### src/rtl/ckr_pkg.sv
package ckr_pkg;

    localparam int unsigned CFG_W   = 8;
    localparam int unsigned NUM_SRC = 4;
    localparam int unsigned SEL_W   = $clog2(NUM_SRC);

    typedef enum logic [SEL_W-1:0] {
        SRC_PIN_A = 2'b00,
        SRC_PIN_B = 2'b01,
        SRC_BRG   = 2'b10,
        SRC_DPLL  = 2'b11
    } src_sel_e;

    typedef enum logic [1:0] {
        ECHO_XTAL = 2'b00,
        ECHO_TXCK = 2'b01,
        ECHO_BRG  = 2'b10,
        ECHO_DPLL = 2'b11
    } echo_sel_e;

    // Field layout matches the decoded bit positions 6:0.
    typedef struct packed {
        src_sel_e  rx_sel;    // bits 6:5
        src_sel_e  tx_sel;    // bits 4:3
        logic      pin_out;   // bit 2
        echo_sel_e echo_sel;  // bits 1:0
    } mode_t;

    localparam int unsigned MODE_W = $bits(mode_t);

    localparam mode_t MODE_RESET = '{
        rx_sel:   SRC_PIN_A,
        tx_sel:   SRC_PIN_B,
        pin_out:  1'b0,
        echo_sel: ECHO_XTAL
    };

endpackage

### src/rtl/ckr_mode_reg.sv
module ckr_mode_reg
    import ckr_pkg::*;
#(
    parameter int unsigned DATA_W = CFG_W
) (
    input  logic              clk,
    input  logic              rst_n,
    input  logic              wr_en,
    input  logic [DATA_W-1:0] wr_data,
    output mode_t             mode_q
);

    typedef struct packed {
        mode_t mode;
    } state_t;

    state_t st_d, st_q;

    // Bits above the decoded fields are accepted and dropped.
    logic [DATA_W-MODE_W-1:0] unused_hi;
    assign unused_hi = wr_data[DATA_W-1:MODE_W];

    always_comb begin
        st_d = st_q;
        if (wr_en) begin
            st_d.mode = mode_t'(wr_data[MODE_W-1:0]);
        end
    end

    always_ff @(posedge clk or negedge rst_n) begin
        if (!rst_n) begin
            st_q.mode <= MODE_RESET;
        end else begin
            st_q <= st_d;
        end
    end

    assign mode_q = st_q.mode;

    AST_HOLD_NO_WR: assert property (@(posedge clk) disable iff (!rst_n)
        !wr_en |=> $stable(mode_q));

    AST_LOAD_ON_WR: assert property (@(posedge clk) disable iff (!rst_n)
        wr_en |=> (mode_q == mode_t'($past(wr_data[MODE_W-1:0]))));

    AST_RESET_VAL: assert property (@(posedge clk) disable iff (!rst_n)
        $rose(rst_n) |-> (mode_q == MODE_RESET));

endmodule

### src/rtl/ckr_src_mux.sv
module ckr_src_mux
    import ckr_pkg::*;
#(
    parameter int unsigned N_IN  = NUM_SRC,
    parameter int unsigned SEL_B = $clog2(N_IN)
) (
    input  logic [N_IN-1:0]  src,
    input  logic [SEL_B-1:0] sel,
    output logic             clk_o
);

    logic [N_IN-1:0] hit;

    genvar gi;
    generate
        for (gi = 0; gi < N_IN; gi++) begin : g_leg
            assign hit[gi] = (sel == SEL_B'(gi)) & src[gi];
        end
    endgenerate

    assign clk_o = |hit;

endmodule

### src/rtl/ckr_pin_ctrl.sv
module ckr_pin_ctrl
    import ckr_pkg::*;
(
    input  mode_t mode,
    input  logic  tx_clk_sel,
    input  logic  brg_clk,
    input  logic  dpll_rx_clk,
    input  logic  xtal_clk,
    input  logic  xtal_en,
    output logic  pin_out,
    output logic  pin_oe
);

    logic pin_in_use;
    logic xtal_echo;
    logic echo_val;

    assign pin_in_use = (mode.rx_sel == SRC_PIN_B) || (mode.tx_sel == SRC_PIN_B);
    assign xtal_echo  = xtal_en ? xtal_clk : 1'b1;

    always_comb begin
        unique case (mode.echo_sel)
            ECHO_XTAL: echo_val = xtal_echo;
            ECHO_TXCK: echo_val = tx_clk_sel;
            ECHO_BRG:  echo_val = brg_clk;
            ECHO_DPLL: echo_val = dpll_rx_clk;
            default:   echo_val = 1'b1;
        endcase
    end

    assign pin_oe  = mode.pin_out & ~pin_in_use;
    assign pin_out = pin_oe & echo_val;

endmodule

### src/rtl/ckr_clk_route.sv
module ckr_clk_route
    import ckr_pkg::*;
#(
    parameter int unsigned DATA_W = CFG_W
) (
    input  logic              clk,
    input  logic              rst_n,
    input  logic              wr_en,
    input  logic [DATA_W-1:0] wr_data,
    input  logic              clk_pin_a,
    input  logic              clk_pin_b_in,
    input  logic              brg_clk,
    input  logic              dpll_rx_clk,
    input  logic              dpll_tx_clk,
    input  logic              xtal_clk,
    input  logic              xtal_en,
    output logic              rx_clk,
    output logic              tx_clk,
    output logic              clk_pin_b_out,
    output logic              clk_pin_b_oe
);

    mode_t mode_q;

    ckr_mode_reg #(.DATA_W(DATA_W)) u_mode (
        .clk     (clk),
        .rst_n   (rst_n),
        .wr_en   (wr_en),
        .wr_data (wr_data),
        .mode_q  (mode_q)
    );

    // Leg order follows the select encoding: pin A, pin B, BRG, DPLL.
    logic [NUM_SRC-1:0] rx_src, tx_src;
    assign rx_src = {dpll_rx_clk, brg_clk, clk_pin_b_in, clk_pin_a};
    assign tx_src = {dpll_tx_clk, brg_clk, clk_pin_b_in, clk_pin_a};

    ckr_src_mux #(.N_IN(NUM_SRC)) u_rx_mux (
        .src   (rx_src),
        .sel   (mode_q.rx_sel),
        .clk_o (rx_clk)
    );

    ckr_src_mux #(.N_IN(NUM_SRC)) u_tx_mux (
        .src   (tx_src),
        .sel   (mode_q.tx_sel),
        .clk_o (tx_clk)
    );

    ckr_pin_ctrl u_pin (
        .mode        (mode_q),
        .tx_clk_sel  (tx_clk),
        .brg_clk     (brg_clk),
        .dpll_rx_clk (dpll_rx_clk),
        .xtal_clk    (xtal_clk),
        .xtal_en     (xtal_en),
        .pin_out     (clk_pin_b_out),
        .pin_oe      (clk_pin_b_oe)
    );

    AST_OE_NEEDS_DIR: assert property (@(posedge clk) disable iff (!rst_n)
        clk_pin_b_oe |-> mode_q.pin_out);

    AST_PIN_IN_FORCED: assert property (@(posedge clk) disable iff (!rst_n)
        ((mode_q.rx_sel == SRC_PIN_B) || (mode_q.tx_sel == SRC_PIN_B)) |-> !clk_pin_b_oe);

    AST_QUIET_WHEN_IN: assert property (@(posedge clk) disable iff (!rst_n)
        !clk_pin_b_oe |-> !clk_pin_b_out);

    AST_XTAL_FALLBACK: assert property (@(posedge clk) disable iff (!rst_n)
        (clk_pin_b_oe && mode_q.echo_sel == ECHO_XTAL && !xtal_en) |-> clk_pin_b_out);

    AST_RX_PIN_A: assert property (@(posedge clk) disable iff (!rst_n)
        (mode_q.rx_sel == SRC_PIN_A) |-> (rx_clk == clk_pin_a));

    AST_TX_DPLL_LAG: assert property (@(posedge clk) disable iff (!rst_n)
        (mode_q.tx_sel == SRC_DPLL) |-> (tx_clk == dpll_tx_clk));

endmodule

### config.mk
export PLATFORM = sky130hd
export DESIGN_NAME = ckr_clk_route
export DESIGN_NICKNAME = d
export VERILOG_FILES = /design/src/rtl/ckr_pkg.sv /design/src/rtl/ckr_mode_reg.sv /design/src/rtl/ckr_src_mux.sv /design/src/rtl/ckr_pin_ctrl.sv /design/src/rtl/ckr_clk_route.sv
export SDC_FILE = /design/constraint.sdc
export NUM_CORES = 1
export LEC_CHECK = 0
export CAP_MARGIN = 30
export CORE_AREA = 5 5 42 44
export CTS_CLUSTER_DIAMETER = 100
export CTS_CLUSTER_SIZE = 20
export DETAILED_ROUTE_END_ITERATION = 6
export DIE_AREA = 0 0 47 49
export GPL_ROUTABILITY_DRIVEN = 0
export MAX_ROUTING_LAYER = met4
export PLACE_DENSITY = 0.66
export RECOVER_POWER = 50
export SYNTH_ARGS = -nofsm -noshare
export SYNTH_HDL_FRONTEND = slang
export SYNTH_HIERARCHICAL = 1
export SYNTH_SLANG_ARGS = --single-unit
export TNS_END_PERCENT = 50
### constraint.sdc
create_clock -name clk -period 4.17 [get_ports clk]
set_input_delay 0.834 -clock clk [delete_from_list [all_inputs] [get_ports clk]]
set_output_delay 0.834 -clock clk [all_outputs]
set_load 0.01 [all_outputs]
# Word-level counts from Yosys, hierarchy flattened
# Cells that the tools add are included.
[op_classes]
muxes = 2
reduce_logical = 6
bitwise_logic = 11
eq_ne = 9
[op_table]
columns = ["operator", "count"]
rows = [
  ["2-bit == test, second input constant", 6],
  ["1-bit AND", 10],
  ["4-bit OR reduction", 2],
  ["2-bit by 1-bit == test with 1-bit output, second input constant", 3],
  ["2-bit zero test", 3],
  ["1-bit case mux with 4 select lines", 1],
  ["1-bit logical OR", 1],
  ["1-bit two-way mux", 1],
  ["1-bit inverter", 1],
]
[totals]
register_bits = 7
in_bits = 18
wordCells = 32
output_inout_bits = 4

# Depth between registers and ports, before layout
[logic_depth]
ltp_word = 5
depth_mapped = 3
ltp_nobuf = 3

# By module
# Netlist, hierarchy kept.
[modules_own_cells]
columns = ["module", "area_per_inst_um2", "cells_per_inst", "n_inst", "seq_area_each_um2"]
rows = [
  ["ckr_mode_reg", 292.8, 15, 1, 176.4],
  ["ckr_pin_ctrl", 53.8, 6, 1, 0.0],
  ["ckr_src_mux", 22.5, 1, 2, 0.0],
]

# Least setup slack after synthesis
# No wires, ideal clock.
[synth_path]
kind = "input to output"
startpoint = "in dpll_tx_clk"
endpoint = "out clk_pin_b_out"
path_buffers = 0
cell_stages = 3
arrival_time_ps = 1974
setup_slack_ps = 1362
required_time_ps = 3336
cell_sequence = "mux4_2 -> mux4_2 -> and2_1"
[synth_between]
elab_chain_len = 4
[synth_lines]
columns = ["item", "line", "source"]
rows = [
  ["start: declaration", "ckr_clk_route.sv:14", "input logic dpll_tx_clk,"],
  ["1-bit AND", "ckr_src_mux.sv:17", "assign hit[gi] = (sel == SEL_B'(gi)) & src[gi];"],
  ["4-bit OR reduction", "ckr_src_mux.sv:21", "assign clk_o = |hit;"],
  ["1-bit case mux with 4 select lines", "ckr_pin_ctrl.sv:22", "unique case (mode.echo_sel)"],
  ["1-bit AND", "ckr_pin_ctrl.sv:32", "assign pin_out = pin_oe & echo_val;"],
  ["end: declaration", "ckr_clk_route.sv:19", "output logic clk_pin_b_out,"],
]
# Every way passes these cells.

# Final worst setup path
[layout_path]
startpoint = "in clk_pin_b_in"
endpoint = "out clk_pin_b_out"
[layout_between]
elab_chain_len = 4
[layout_lines]
columns = ["item", "line", "source"]
rows = [
  ["start: declaration", "ckr_clk_route.sv:11", "input logic clk_pin_b_in,"],
  ["1-bit AND", "ckr_src_mux.sv:17", ""],
  ["4-bit OR reduction", "ckr_src_mux.sv:21", ""],
  ["1-bit case mux with 4 select lines", "ckr_pin_ctrl.sv:22", ""],
  ["1-bit AND", "ckr_pin_ctrl.sv:32", ""],
]
# Every way passes these cells.

==> reports/qor.csv <==
metric,value,unit
synth.area.top_cells,"dfrtp_1, mux2_4, mux4_2",
viasPerCell,4.73,
power_density,319,nW/um2
synth_top_cell_area_share,0.383,
cp_slowest_cell,mux4_2,
grt_pass1_wl,1500,um
cpPeakStageDelay,0.48,ns
ys_seq_elements,7,
use_met1,0.0899,
switching_share,0.233,
avgSynthCellArea,17.0,um2
hold_slack,0.521,ns
die-height,49,um
syn-cell-area,392,um2
drive_gt1_frac,0.304,
grtUsageTotal,0.0938,
pwr-share-comb,0.278,
clock-sinks,7,
ant_nets,0,
internal-power,152,uW
rsz0062_at_grt,false,
crit_path_max_fanout,2,
crit_type,in -> out,
cts.repair.resized,0,
grt_pass1_vias,379,
drv_slew,0,
start_kind,primary input,
outcome,completed,
p_sw,46.2,uW
hold_viol_final,0,
arrival,2.85,ns
dr.first_iter.drc_count,4,
final_nets,65,
syn_to_final_growth,59.1,%
finClkSkew,0,ns
synth.distinct_cells,9,
syn_inst,23,
worst_pin_slew,0.419,ns
min_period,3.68,ns
grt_use_met3,0.0221,
clock-root-buffer,clkbuf_4,
portBuffers,20,
ir_drop,0.133,mV
antenna_found_initial,0,
path_clk_slew,0.05,ns
grt.overflow.total,0,
setup_viol,0,
diodes,0,
vias,293,
insertion_delay,0.25,ns
post-place-ws,0.471,ns
cts.htree.levels,1,
post_cts_buffers,0,
crit_chain,clkdlybuf4s50_1 > mux4_2 > mux4_2 > and2_1 > clkdlybuf4s50_1,
dr.pass1.iters,3,
clock_power_share,0.310,
setup.worst_path.end_class,output port,
ys_seq_area_frac,0.450,
tritoncts,done,
p_leak,0.265,nW
ioPinCount,22,
final_util,0.445,
fin_ws,0.490,ns
post-place-cells,58,
syn_nets,41,
routedWlPerCell,15.8,um
fmax,272,MHz
drt_wl_total,978,um
grt_max_degree,8,
rows,14,
multi_input_area,193,um2
yosysWarnings,6,
busiest_layer,met2,
cts_buffers,3,
stdcell_count,62,
min_period_over_period,0.882,
largest_reg_flops,7,
start_util,0.279,
ctsHoldBuffers,0,
clk_path_buf_depth,2,
use_met2,0.167,
yosys.area.top_type,dfrtp_1,
power_frac_seq,0.412,
slew_headroom,0.720,
core_area,1400,um2
design.die.area,2300,um2
hp-class,reg -> reg,
dieWidth,47,um
fin_tns_setup,0,ns
cap_violations,0,
crit_required,3.34,ns
area.sequential,176,um2
nFillCells,144,
remaining_drc_errors,0,
[path summary, 6_finish.rpt]
kind                                                   start                      endpoint  slack, ns  cells after the start
max in group asynchronous                              rst_n  u_mode/mode_q[3]$_DFFE_PN1P_       2.96                      1
worst min register to register  u_mode/mode_q[0]$_DFFE_PN0P_  u_mode/mode_q[0]$_DFFE_PN0P_       0.52                      1
min in group asynchronous                              rst_n  u_mode/mode_q[1]$_DFFE_PN0P_       0.92                      1
worst min-delay path            u_mode/mode_q[0]$_DFFE_PN0P_  u_mode/mode_q[0]$_DFFE_PN0P_       0.52                      1
worst max register to register  u_mode/mode_q[4]$_DFFE_PN0P_  u_mode/mode_q[4]$_DFFE_PN0P_       3.37                      1
worst max-delay path                            clk_pin_b_in                 clk_pin_b_out       0.49                      5
[Yosys cell counts]
| cell | instances |
|---|---|
| mux2_4 | 7 |
| dfrtp_1 | 6 |
| mux4_2 | 3 |
| inv_1 | 2 |
| and2_1 | 1 |
| buf_6 | 1 |
| dfstp_2 | 1 |
| nand2b_1 | 1 |
| o221a_2 | 1 |
[stage by stage]
step                      area [um2]  power (mW)
after floorplan                  392       0.109
after global placement           601       0.138
after detailed placement         601       0.140
after CTS                        627       0.203
after global routing             623       0.208
final                            623       0.199
[kinds of logic (layout without fill, tap and decap cells)]
logic type             after synthesis  after routing  share of synthesized area
multiplexers                        10             10                      0.441
flip-flops                           7              7                      0.450
buffers and inverters                3             26                     0.0479
AND/OR/NAND/NOR                      2              2                     0.0320
AO/OA/AOI/OAI                        1              1                     0.0288
[area by class of cell]
class	count	share of cell area
Timing Repair Buffer	20	0.321
Multi-Input combinational cell	13	0.309
Sequential cell	7	0.283
Clock buffer	4	0.0422
Tap cell	16	0.0321
Inverter	2	0.0120
[power groups by stage]
stage / logic [mW] / registers (mW) / clock network [mW]
final: 0.0552 / 0.0818 / 0.0616
after global routing: 0.0593 / 0.0829 / 0.0661
after CTS: 0.0574 / 0.0823 / 0.0630
after detailed placement: 0.0571 / 0.0832 / 0
after global placement: 0.0553 / 0.0826 / 0
after floorplan: 0.0284 / 0.0811 / 0
[layer usage]
layer  vias up  share of wire
li1        133              -
met1       144           0.37
met2        16           0.55
met3         0          0.082
met4         0              0
met5         -              0
[cells in the final DEF, fill, tap and decap left out, drive strengths merged]
| cell type | n |
|---|---|
| clkdlybuf4s50 | 18 |
| mux2 | 7 |
| dfrtp | 6 |
| clkbuf | 4 |
| mux4 | 3 |
| dlygate4sd3 | 2 |
| inv | 2 |
| dfstp | 1 |
| o221a | 1 |
| nand2b | 1 |
| and2 | 1 |
[worst max-delay path, delay by kind of cell]
family / cells / cell delay, ns
simple gates: 1 / 0.17
mux: 2 / 0.93
buf+inv: 2 / 0.91
(Power assumes the default switching activity.)
